**src/rtl/i2c_tgt_pkg.sv**
```systemverilog
package i2c_tgt_pkg;

   localparam int ADDR_W = 7;
   localparam int BYTE_W = 8;
   localparam int FLAG_N = 5;

   // status flag positions
   localparam int F_ADDR = 0;
   localparam int F_GC   = 1;
   localparam int F_BYTE = 2;
   localparam int F_STOP = 3;
   localparam int F_TX   = 4;

   typedef enum logic [3:0] {
      ST_IDLE,
      ST_ADDR,
      ST_ADDR_ACK,
      ST_RX_BITS,
      ST_RX_HOLD,
      ST_RX_ACK,
      ST_TX_HOLD,
      ST_TX_BITS,
      ST_TX_ACK,
      ST_IGNORE
   } tgt_state_t;

endpackage

```
**src/rtl/i2c_tgt_sync.sv**
```systemverilog
module i2c_tgt_sync #(
   parameter int STAGES = 2,
   parameter int WIDTH  = 2
) (
   input  logic             clk,
   input  logic             rst_n,
   input  logic [WIDTH-1:0] din,
   output logic [WIDTH-1:0] dout
);

   if (STAGES < 2) begin : g_bad_stages
      $error("i2c_tgt_sync: STAGES must be at least 2");
   end
   if (WIDTH < 1) begin : g_bad_width
      $error("i2c_tgt_sync: WIDTH must be positive");
   end

   logic [STAGES-1:0][WIDTH-1:0] chain;

   for (genvar s = 0; s < STAGES; s++) begin : g_stage
      if (s == 0) begin : g_first
         always_ff @(posedge clk or negedge rst_n) begin
            if (!rst_n) chain[s] <= '1;
            else        chain[s] <= din;
         end
      end else begin : g_next
         always_ff @(posedge clk or negedge rst_n) begin
            if (!rst_n) chain[s] <= '1;
            else        chain[s] <= chain[s-1];
         end
      end
   end

   assign dout = chain[STAGES-1];

endmodule

```
**src/rtl/i2c_tgt_cond.sv**
```systemverilog
module i2c_tgt_cond (
   input  logic clk,
   input  logic rst_n,
   input  logic scl_s,
   input  logic sda_s,
   output logic scl_rise,
   output logic scl_fall,
   output logic bus_start,
   output logic bus_stop
);

   logic scl_q;
   logic sda_q;

   always_ff @(posedge clk or negedge rst_n) begin
      if (!rst_n) begin
         scl_q <= 1'b1;
         sda_q <= 1'b1;
      end else begin
         scl_q <= scl_s;
         sda_q <= sda_s;
      end
   end

   assign scl_rise  =  scl_s & ~scl_q;
   assign scl_fall  = ~scl_s &  scl_q;
   assign bus_start =  scl_s &  scl_q &  sda_q & ~sda_s;
   assign bus_stop  =  scl_s &  scl_q & ~sda_q &  sda_s;

endmodule

```
**src/rtl/i2c_tgt_match.sv**
```systemverilog
module i2c_tgt_match
   import i2c_tgt_pkg::*;
#(
   parameter bit GC_SUPPORT = 1'b1
) (
   input  logic [BYTE_W-1:0] addr_byte,
   input  logic [ADDR_W-1:0] own_addr,
   input  logic              gc_en,
   output logic              hit,
   output logic              gc_hit
);

   logic own_hit;

   assign own_hit = (addr_byte[BYTE_W-1:1] == own_addr);

   if (GC_SUPPORT) begin : g_gc
      assign gc_hit = gc_en & (addr_byte == '0);
   end else begin : g_no_gc
      logic unused_gc;
      assign unused_gc = gc_en;
      assign gc_hit    = 1'b0;
   end

   assign hit = own_hit | gc_hit;

endmodule

```
**src/rtl/i2c_tgt_engine.sv**
```systemverilog
module i2c_tgt_engine
   import i2c_tgt_pkg::*;
#(
   parameter bit GC_SUPPORT = 1'b1
) (
   input  logic              clk,
   input  logic              rst_n,
   input  logic              sda_s,
   input  logic              scl_rise,
   input  logic              scl_fall,
   input  logic              bus_start,
   input  logic              bus_stop,
   input  logic [ADDR_W-1:0] own_addr,
   input  logic              gc_en,
   input  logic              ack_en,
   input  logic              host_wr,
   input  logic [BYTE_W-1:0] host_wdata,
   input  logic              host_rd,
   output logic [BYTE_W-1:0] host_rdata,
   output logic [FLAG_N-1:0] flags,
   output logic              scl_low,
   output logic              sda_low,
   output tgt_state_t        state_o
);

   localparam int CNT_W = $clog2(BYTE_W + 1);
   localparam logic [CNT_W-1:0] CNT_FULL = CNT_W'(BYTE_W);
   localparam logic [CNT_W-1:0] CNT_LAST = CNT_W'(BYTE_W - 1);
   localparam logic [CNT_W-1:0] CNT_ONE  = CNT_W'(1);

   tgt_state_t        state;
   logic [CNT_W-1:0]  cnt;
   logic [BYTE_W-1:0] shreg;
   logic [BYTE_W-1:0] tx_reg;
   logic [BYTE_W-1:0] rx_reg;
   logic              tx_full;
   logic              rw_bit;
   logic              m_hit;
   logic              m_gc;
   logic              nack;
   logic [BYTE_W-1:0] next_shift;
   logic              cmp_hit;
   logic              cmp_gc;
   logic              tx_load;

   assign next_shift = {shreg[BYTE_W-2:0], sda_s};

   i2c_tgt_match #(.GC_SUPPORT(GC_SUPPORT)) u_match (
      .addr_byte (next_shift),
      .own_addr  (own_addr),
      .gc_en     (gc_en),
      .hit       (cmp_hit),
      .gc_hit    (cmp_gc)
   );

   assign tx_load = (state == ST_TX_HOLD) && tx_full && !bus_start && !bus_stop;

   // transmit holding register and its full bit
   always_ff @(posedge clk or negedge rst_n) begin
      if (!rst_n) begin
         tx_reg  <= '0;
         tx_full <= 1'b0;
      end else begin
         if (host_wr) tx_reg <= host_wdata;
         tx_full <= (tx_full & ~tx_load) | host_wr;
      end
   end

   always_ff @(posedge clk or negedge rst_n) begin
      if (!rst_n) begin
         state   <= ST_IDLE;
         cnt     <= '0;
         shreg   <= '0;
         rx_reg  <= '0;
         rw_bit  <= 1'b0;
         m_hit   <= 1'b0;
         m_gc    <= 1'b0;
         nack    <= 1'b0;
         flags   <= '0;
         scl_low <= 1'b0;
         sda_low <= 1'b0;
      end else begin
         if (host_wr || host_rd) flags[F_BYTE] <= 1'b0;

         if (bus_start) begin
            state        <= ST_ADDR;
            cnt          <= '0;
            sda_low      <= 1'b0;
            scl_low      <= 1'b0;
            flags[F_ADDR] <= 1'b0;
            flags[F_GC]   <= 1'b0;
            flags[F_STOP] <= 1'b0;
            flags[F_TX]   <= 1'b0;
         end else if (bus_stop) begin
            state         <= ST_IDLE;
            sda_low       <= 1'b0;
            scl_low       <= 1'b0;
            flags[F_STOP] <= flags[F_ADDR];
            flags[F_ADDR] <= 1'b0;
            flags[F_GC]   <= 1'b0;
            flags[F_TX]   <= 1'b0;
         end else begin
            unique case (state)
               ST_ADDR: begin
                  if (scl_rise && cnt != CNT_FULL) begin
                     shreg <= next_shift;
                     cnt   <= cnt + CNT_ONE;
                     if (cnt == CNT_LAST) begin
                        m_hit  <= cmp_hit;
                        m_gc   <= cmp_gc;
                        rw_bit <= next_shift[0];
                     end
                  end else if (scl_fall && cnt == CNT_FULL) begin
                     if (m_hit) begin
                        state         <= ST_ADDR_ACK;
                        sda_low       <= ack_en;
                        flags[F_ADDR] <= 1'b1;
                        flags[F_GC]   <= m_gc;
                        flags[F_TX]   <= rw_bit;
                     end else begin
                        state <= ST_IGNORE;
                     end
                  end
               end
               ST_ADDR_ACK: begin
                  if (scl_fall) begin
                     sda_low <= 1'b0;
                     cnt     <= '0;
                     if (rw_bit) begin
                        state   <= ST_TX_HOLD;
                        scl_low <= 1'b1;
                     end else begin
                        state <= ST_RX_BITS;
                     end
                  end
               end
               ST_RX_BITS: begin
                  if (scl_rise && cnt != CNT_FULL) begin
                     shreg <= next_shift;
                     cnt   <= cnt + CNT_ONE;
                  end else if (scl_fall && cnt == CNT_FULL) begin
                     rx_reg         <= shreg;
                     flags[F_BYTE]  <= 1'b1;
                     scl_low        <= 1'b1;
                     sda_low        <= ack_en;
                     state          <= ST_RX_HOLD;
                  end
               end
               ST_RX_HOLD: begin
                  if (host_rd) begin
                     scl_low <= 1'b0;
                     state   <= ST_RX_ACK;
                  end
               end
               ST_RX_ACK: begin
                  if (scl_fall) begin
                     sda_low <= 1'b0;
                     cnt     <= '0;
                     state   <= ST_RX_BITS;
                  end
               end
               ST_TX_HOLD: begin
                  if (tx_load) begin
                     shreg   <= tx_reg;
                     sda_low <= ~tx_reg[BYTE_W-1];
                     scl_low <= 1'b0;
                     cnt     <= '0;
                     state   <= ST_TX_BITS;
                  end
               end
               ST_TX_BITS: begin
                  if (scl_fall) begin
                     if (cnt == CNT_LAST) begin
                        sda_low <= 1'b0;
                        state   <= ST_TX_ACK;
                     end else begin
                        cnt     <= cnt + CNT_ONE;
                        shreg   <= {shreg[BYTE_W-2:0], 1'b0};
                        sda_low <= ~shreg[BYTE_W-2];
                     end
                  end
               end
               ST_TX_ACK: begin
                  if (scl_rise) begin
                     nack          <= sda_s;
                     flags[F_BYTE] <= 1'b1;
                  end else if (scl_fall) begin
                     if (nack) begin
                        state <= ST_IGNORE;
                     end else begin
                        state   <= ST_TX_HOLD;
                        scl_low <= 1'b1;
                     end
                  end
               end
               ST_IDLE, ST_IGNORE: begin
                  sda_low <= 1'b0;
                  scl_low <= 1'b0;
               end
               default: state <= ST_IDLE;
            endcase
         end
      end
   end

   assign host_rdata = rx_reg;
   assign state_o    = state;

endmodule

```
**src/rtl/i2c_target_stretch.sv**
```systemverilog
module i2c_target_stretch
   import i2c_tgt_pkg::*;
#(
   parameter int SYNC_STAGES = 2,
   parameter bit GC_SUPPORT  = 1'b1
) (
   input  logic        clk,
   input  logic        rst_n,
   input  logic        scl_i,
   input  logic        sda_i,
   output logic        scl_drive_low_o,
   output logic        sda_drive_low_o,
   input  logic [6:0]  own_addr_i,
   input  logic        gc_enable_i,
   input  logic        ack_enable_i,
   input  logic [4:0]  irq_mask_i,
   input  logic        host_wr_i,
   input  logic [7:0]  host_wdata_i,
   input  logic        host_rd_i,
   output logic [7:0]  host_rdata_o,
   output logic [4:0]  status_o,
   output logic        irq_o
);

   if (SYNC_STAGES < 2 || SYNC_STAGES > 4) begin : g_bad_sync
      $error("i2c_target_stretch: SYNC_STAGES must be 2 to 4");
   end
   if (ADDR_W != 7 || BYTE_W != 8 || FLAG_N != 5) begin : g_bad_pkg
      $error("i2c_target_stretch: package widths do not fit the port list");
   end

   logic [1:0] pad_lines;
   logic [1:0] sync_lines;
   logic       scl_sync;
   logic       sda_sync;
   logic       scl_rise;
   logic       scl_fall;
   logic       bus_start;
   logic       bus_stop;
   tgt_state_t eng_state;

   assign pad_lines = {scl_i, sda_i};
   assign scl_sync  = sync_lines[1];
   assign sda_sync  = sync_lines[0];

   i2c_tgt_sync #(.STAGES(SYNC_STAGES), .WIDTH(2)) u_sync (
      .clk   (clk),
      .rst_n (rst_n),
      .din   (pad_lines),
      .dout  (sync_lines)
   );

   i2c_tgt_cond u_cond (
      .clk       (clk),
      .rst_n     (rst_n),
      .scl_s     (scl_sync),
      .sda_s     (sda_sync),
      .scl_rise  (scl_rise),
      .scl_fall  (scl_fall),
      .bus_start (bus_start),
      .bus_stop  (bus_stop)
   );

   i2c_tgt_engine #(.GC_SUPPORT(GC_SUPPORT)) u_engine (
      .clk        (clk),
      .rst_n      (rst_n),
      .sda_s      (sda_sync),
      .scl_rise   (scl_rise),
      .scl_fall   (scl_fall),
      .bus_start  (bus_start),
      .bus_stop   (bus_stop),
      .own_addr   (own_addr_i),
      .gc_en      (gc_enable_i),
      .ack_en     (ack_enable_i),
      .host_wr    (host_wr_i),
      .host_wdata (host_wdata_i),
      .host_rd    (host_rd_i),
      .host_rdata (host_rdata_o),
      .flags      (status_o),
      .scl_low    (scl_drive_low_o),
      .sda_low    (sda_drive_low_o),
      .state_o    (eng_state)
   );

   assign irq_o = |(status_o & irq_mask_i);

endmodule

```
**config.mk**
```make
export PLATFORM = sky130hd
export DESIGN_NAME = i2c_target_stretch
export DESIGN_NICKNAME = d
export VERILOG_FILES = /design/src/rtl/i2c_tgt_pkg.sv /design/src/rtl/i2c_tgt_sync.sv /design/src/rtl/i2c_tgt_cond.sv /design/src/rtl/i2c_tgt_match.sv /design/src/rtl/i2c_tgt_engine.sv /design/src/rtl/i2c_target_stretch.sv
export SDC_FILE = /design/constraint.sdc
export NUM_CORES = 1
export LEC_CHECK = 0
export CAP_MARGIN = 5
export CORE_ASPECT_RATIO = 1.2
export CORE_MARGIN = 3
export CORE_UTILIZATION = 49
export DETAILED_ROUTE_END_ITERATION = 8
export PLACE_DENSITY_LB_ADDON = 0.12
export SYNTH_ARGS = -nofsm -noshare
export SYNTH_HDL_FRONTEND = slang
export SYNTH_SLANG_ARGS = --single-unit
```
**constraint.sdc**
```tcl
create_clock -name clk -period 2 [get_ports clk]
set_input_delay 0.4 -clock clk [delete_from_list [all_inputs] [get_ports clk]]
set_output_delay 0.4 -clock clk [all_outputs]
set_load 0.02 [all_outputs]
```
## Word-level counts from Yosys, hierarchy flattened

Cells that the tools add are included.

- Bits in registers: 50
- Latch bits: 0
- Bits in writable memories: 0
- ROM bits: 0
- Input port bits: 28
- Output and inout bits: 16
- Word-level logic and storage cells: 189
- Memories: 0

- Add/subtract/negate cells: 1
- $mul: 0
- Div/mod/pow operators: 0
- Magnitude comparators: 0
- Equality and inequality tests: 41
- Shifts and indexed selects: 0
- Multiplexer cells: 75
- Bitwise gates (word level): 22
- Reductions and logical operators: 31

Operator list:

| cell | count |
|---|---|
| 2-to-1 mux 4 bit | 23 |
| != test 4 x 1 -> 1 bit (second input constant) | 11 |
| one-hot mux 4 bit (9 select lines) | 1 |
| 2-to-1 mux 1 bit | 34 |
| 2-to-1 mux 8 bit | 4 |
| one-hot mux 8 bit (3 select lines) | 1 |
| == test 4 x 3 -> 1 bit (second input constant) | 5 |
| != test 3 x 1 -> 1 bit (second input constant) | 6 |
| != test 4 x 2 -> 1 bit (second input constant) | 4 |
| one-hot mux 4 bit (4 select lines) | 1 |
| nonzero test 8 bit | 2 |
| 2-to-1 mux 2 bit | 7 |
| AND reduction 7 bit | 2 |
| AND reduction 13 bit | 1 |
| == test 4 bit (second input constant) | 3 |
| one-hot mux 1 bit (6 select lines) | 2 |
| nonzero test 3 bit | 4 |
| NOT 1 bit | 10 |
| AND reduction 10 bit | 1 |
| AND reduction 5 bit | 2 |
| bitwise AND 1 bit | 9 |
| AND reduction 9 bit | 1 |
| == test 4 x 2 -> 1 bit (second input constant) | 2 |
| zero test 8 bit | 1 |
| other kinds (20) | 33 |

## Depth between registers and ports, before layout

- Depth in word-level cells: 10
- Depth in mapped cells: 8
- Depth with buffers taken out: 7

## Cells and area by module

A second synthesis with hierarchy kept.

- Cells, all modules: 281
- Area total of the unflattened synthesis: 2907.8 µm²

By module, submodules not included:

| module | times used | cells each | area each (µm²) | sequential area each (µm²) |
|---|---|---|---|---|
| i2c_tgt_engine | 1 | 253 | 2580.0 | 1101.1 |
| i2c_tgt_sync | 1 | 6 | 120.1 | 105.1 |
| i2c_tgt_match | 1 | 13 | 101.3 | 0.0 |
| i2c_tgt_cond | 1 | 6 | 85.1 | 52.6 |
| i2c_target_stretch | 1 | 3 | 21.3 | 0.0 |

## Worst setup path after synthesis

No wires, ideal clock.

- Path type: reg2reg
- From: register u_engine.cnt[0]
- To: register u_engine.rx_reg[4] (netlist: u_engine.host_rdata[4])
- Arrival: 1.938 ns
- Slack: -0.066 ns
- Cell stages (with the launch flop): 8
- Cells stage by stage: dfrtp_1 inv_1 ha_1 nand3b_1 or3_1 or3_1 clkbuf_1 mux2_1

- Cells in the longest elaborated chain, start to end: 4
- Elaborated cells on any way between the ends: 6
- Those cells by class: eq/ne: 2; bitwise: 1; reduce/logical: 3

RTL lines:

| element | line | RTL |
|---|---|---|
| start: declaration | i2c_tgt_engine.sv:32 | `logic [CNT_W-1:0] cnt;` |
| start signal: assignment | i2c_tgt_engine.sv:107 | `cnt <= cnt + CNT_ONE;` |
| start signal: assignment | i2c_tgt_engine.sv:140 | `cnt <= cnt + CNT_ONE;` |
| start signal: assignment | i2c_tgt_engine.sv:177 | `cnt <= cnt + CNT_ONE;` |
| != test 4 bit | i2c_tgt_engine.sv:138 | `if (scl_rise && cnt != CNT_FULL) begin` |
| logical AND 1 bit | i2c_tgt_engine.sv:138 |  |
| NOT 1 bit (no line) | n/a |  |
| AND reduction 5 bit (no line) * | n/a |  |
| end signal: assignment | i2c_tgt_engine.sv:142 | `rx_reg <= shreg;` |
| end: declaration | i2c_tgt_engine.sv:35 | `logic [BYTE_W-1:0] rx_reg;` |

Every way passes the cells marked *; elsewhere a longest branch is shown, timed or not.
A chain may end at the register's enable or synchronous reset.

## Worst setup path after layout

- From: register u_engine.cnt[0]
- To: register u_engine.state[1] (netlist: u_engine.state_o[1])

- Cells in the longest elaborated chain, start to end: 4
- Elaborated cells on any way between the ends: 11
- Those cells by class: eq/ne: 8; reduce/logical: 3

RTL lines:

| element | line | RTL |
|---|---|---|
| != test 4 bit / == test 4 bit (equally long branches) | n/a |  |
| logical AND 1 bit (on tied branches) | n/a |  |
| != test 4 x 2 -> 1 bit (no line) / != test 4 x 1 -> 1 bit (equally long branches) | n/a |  |
| AND reduction 13 bit (no line) * | n/a |  |
| end signal: assignment | i2c_tgt_engine.sv:115 | `state <= ST_ADDR_ACK;` |
| end signal: assignment | i2c_tgt_engine.sv:146 | `state <= ST_RX_HOLD;` |
| end signal: assignment | i2c_tgt_engine.sv:152 | `state <= ST_RX_ACK;` |
| end: declaration | i2c_tgt_engine.sv:31 | `tgt_state_t state;` |

Marks and branches as above.

==> run metrics <==
cell area power density=approximately 1100 nW/um2; Yosys reg bits=50; proportion of synthesized flip-flops having asynchronous set or reset=100%; mux contribution to synthesized area=approximately an eighth; number of buffers on the longest clock path=2; area after detailed placement=3730 um2; post-synthesis instance area=between 2000 and 3000 um2; final estimated routing congestion in global placement=0.919; final routed wire length divided by cell count=17.1 um; final-report setup violation count=11; diode insertion count for antenna repair=0; number of flops mapped to enable cells by yosys=0; clock skew=around 0.0093 ns; routed wire length=between 7000 and 8000 um; via count of the first global-routing pass=~2700; fraction of the yosys area taken by sequential cells=~43%; number of buffers created by CTS=5; Tot Pwr=4.52 mW; number of inserted filler cells in the final layout=around 470; IR Drop Worst-Case VDD=0.717 mV; total half-perimeter wirelength after legalization and detailed placement=just under 6000 um; antenna violations before repair=0; post-route non-filler standard cell count=460; Max Cap Viol=0; die area=~7000 um2; worst hold path class=in -> async; detailed router's first-iteration violation count=166; area leader, netlist=dfrtp_1; area of the multi-input gates=roughly 1600 um2; xor/xnor share of the synthesized area=2.42%; final worst setup slack=-0.0677 ns; count of port buffers added during placement=43; Max H-tree Level=2; Clock Latency Late Sink=a little over 0.3 ns; Post-Route Setup TNS=-0.240 ns; total grt overflow=0; Final Instance Area=between 3000 and 4000 um2; sink count of the clock tree=50; most common library cell in the layout ignoring fill and taps=buf_4; kind of start point of the critical path=register; starting utilization of the core area=roughly half; largest net degree at the start of global routing=51; overall global routing resource usage=around a quarter; crit path DAT=2.31 ns; Max Transition Viols Final=0; Fmax achieved=~480 MHz; placeable core region=between 5000 and 6000 um2; die span in y=about 90 um; fraction of layout cells with a size suffix above 1=between 30 and 40%; Setup CP Type=reg -> reg; simple-gate area share of the yosys netlist=around a fifth; Pre-Repair DR Iteration Count=4; Seq. cell area=about 1300 um2; number of placement rows=30; unrepaired setup endpoints after global routing=true; complex-gate fraction of the synthesized area=between 10% and 20%; Top-Level Pins=44; crit-path max FO=3; placed insts=approximately 450; distinct cell type count after synthesis=65; Req. time, crit path=about 2.2 ns; total count of hold-check failures in the final report=0; Final period util=103%; most used flip-flop cell after synthesis=dfrtp_1; area fraction of the dominant cell type after synthesis=a little under two fifths; number of nets in the layout=409; number of instances in the synthesized netlist=about 290; Slew headroom=61.3%; status=complete, but fails checks; dominant combinational cell family by area after synthesis=simple AND/OR/NAND/NOR gates; clock transition at the register clock pins on the worst setup and hold paths after CTS=~0.10 ns; hold buffer count at CTS=0; DR vias=~2600; floorplan die width=76.2 um; Layout Area Growth over Synthesis=36.8%; post-place setup slack=-0.157 ns; failing checks=negative setup slack; capturing element type of the critical path=register; Routed Antenna Nets=0; Remaining DRCs=0; Leak=about 1.7 nW; average vias per placed instance=5.66; cell types occupying the most area after synthesis=dfrtp_1 38%, mux2_2 9.3%, dfstp_2 5.4%; clock tree from TritonCTS=built; min cycle time layout=around 2.1 ns; per-instance average area after synthesis=a little over 10 um2; adder-cell area share of the yosys netlist=less than 1%; net count of the mapped netlist=roughly 320; wire length of the first global-routing pass=13100 um; leading cell types in the layout, fill and taps excluded=53 x buf_4, 41 x clkdlybuf4s50_1, 41 x dfrtp_1; library cell used as clock root buffer=clkbuf_8; Yosys warning count=0; transition time of the tightest slew-check pin=slightly below 0.6 ns
metrics by stage:
step / hold slack, ns / utilization (%)
after global placement: 0.347 / 65.4
after global routing: 0.0747 / 69.4
after floorplan: 0.104 / -
after detailed placement: 0.350 / 65.4
after CTS: 0.0711 / 67.9
final: 0.0493 / 69.4
path summary, 6_finish.rpt:
path	startpoint	to	slack (ns)	cells after the start
min reg2reg	u_sync.chain[0]	u_sync.dout[0]	0.36	0
max reg2reg	u_engine.cnt[0]	u_engine.state_o[1]	-0.07	7
max in group asynchronous	rst_n	u_sync.dout[1]	1.66	2
min	rst_n	u_engine.cnt[0]	0.05	2
min in group clk	u_sync.chain[0]	u_sync.dout[0]	0.36	0
max	u_engine.cnt[0]	u_engine.state_o[1]	-0.07	7
cell usage after synthesis (3+ instances only):
cell       n
dfrtp_1   44
nand2_1   33
mux2_2    24
o21ai_0   19
nor2_1    15
a21oi_1   11
inv_1      8
mux2i_1    8
clkbuf_1   7
nand2b_1   7
nor2b_1    7
a31oi_1    6
dfstp_2    6
xnor2_1    5
nand3_1    4
nand4_1    4
nor3b_1    4
buf_6      3
nand3b_1   3
nand4b_1   3
nor3_1     3
o211ai_1   3
or3_1      3
xor2_1     3
final cells by class:
| class | instances | area share, % |
|---|---|---|
| clock buffers | 6 | 1.83 |
| clock inverters | 2 | 0.442 |
| inverters | 9 | 0.853 |
| multi-input cells | 214 | 40.7 |
| flip-flops and latches | 50 | 31.9 |
| well taps | 80 | 2.53 |
| repair buffers | 99 | 21.8 |
power breakdown:
| group | switching, mW | leakage, nW | total (mW) | internal (mW) |
|---|---|---|---|---|
| Combinational | 1.17 | 1.03 | 2.42 | 1.25 |
| Clock | 0.357 | 0.0458 | 0.612 | 0.254 |
| Sequential | 0.274 | 0.625 | 1.49 | 1.22 |
| Total | 1.80 | 1.70 | 4.52 | 2.72 |
repair_timing:
| action | CTS | global route |
|---|---|---|
| setup buffers | 2 | 4 |
| setup endpoints to repair | 22 | 25 |
| pin swaps | 4 | 6 |
| resized for setup | 13 | 20 |
cell families (layout without fill, tap and decap cells):
family	after synthesis	in the layout
and+or+nand+nor	100	100
muxes	33	33
adders and majority gates	2	2
DFF	50	50
buffers and inverters	22	116
xor gates and xnor gates	8	8
AOI/OAI and AO/OA	71	71
critical path: stages, from the launching register on:
cell,delay [ns]
dfrtp_1,0.41
inv_1,0.07
ha_2,0.17
nand3b_1,0.11
or3_4,0.37
a22o_1,0.25
or4_4,0.49
a21oi_2,0.12
routing by layer:
metal	wire, um	up-vias	global-route usage, %
li1	-	1240	-
met4	301	0	11.2
met1	3090	1270	27.4
met3	336	21	3.91
met2	4130	74	43.1
met5	0	-	0
Power figures use the tool's default switching activity.
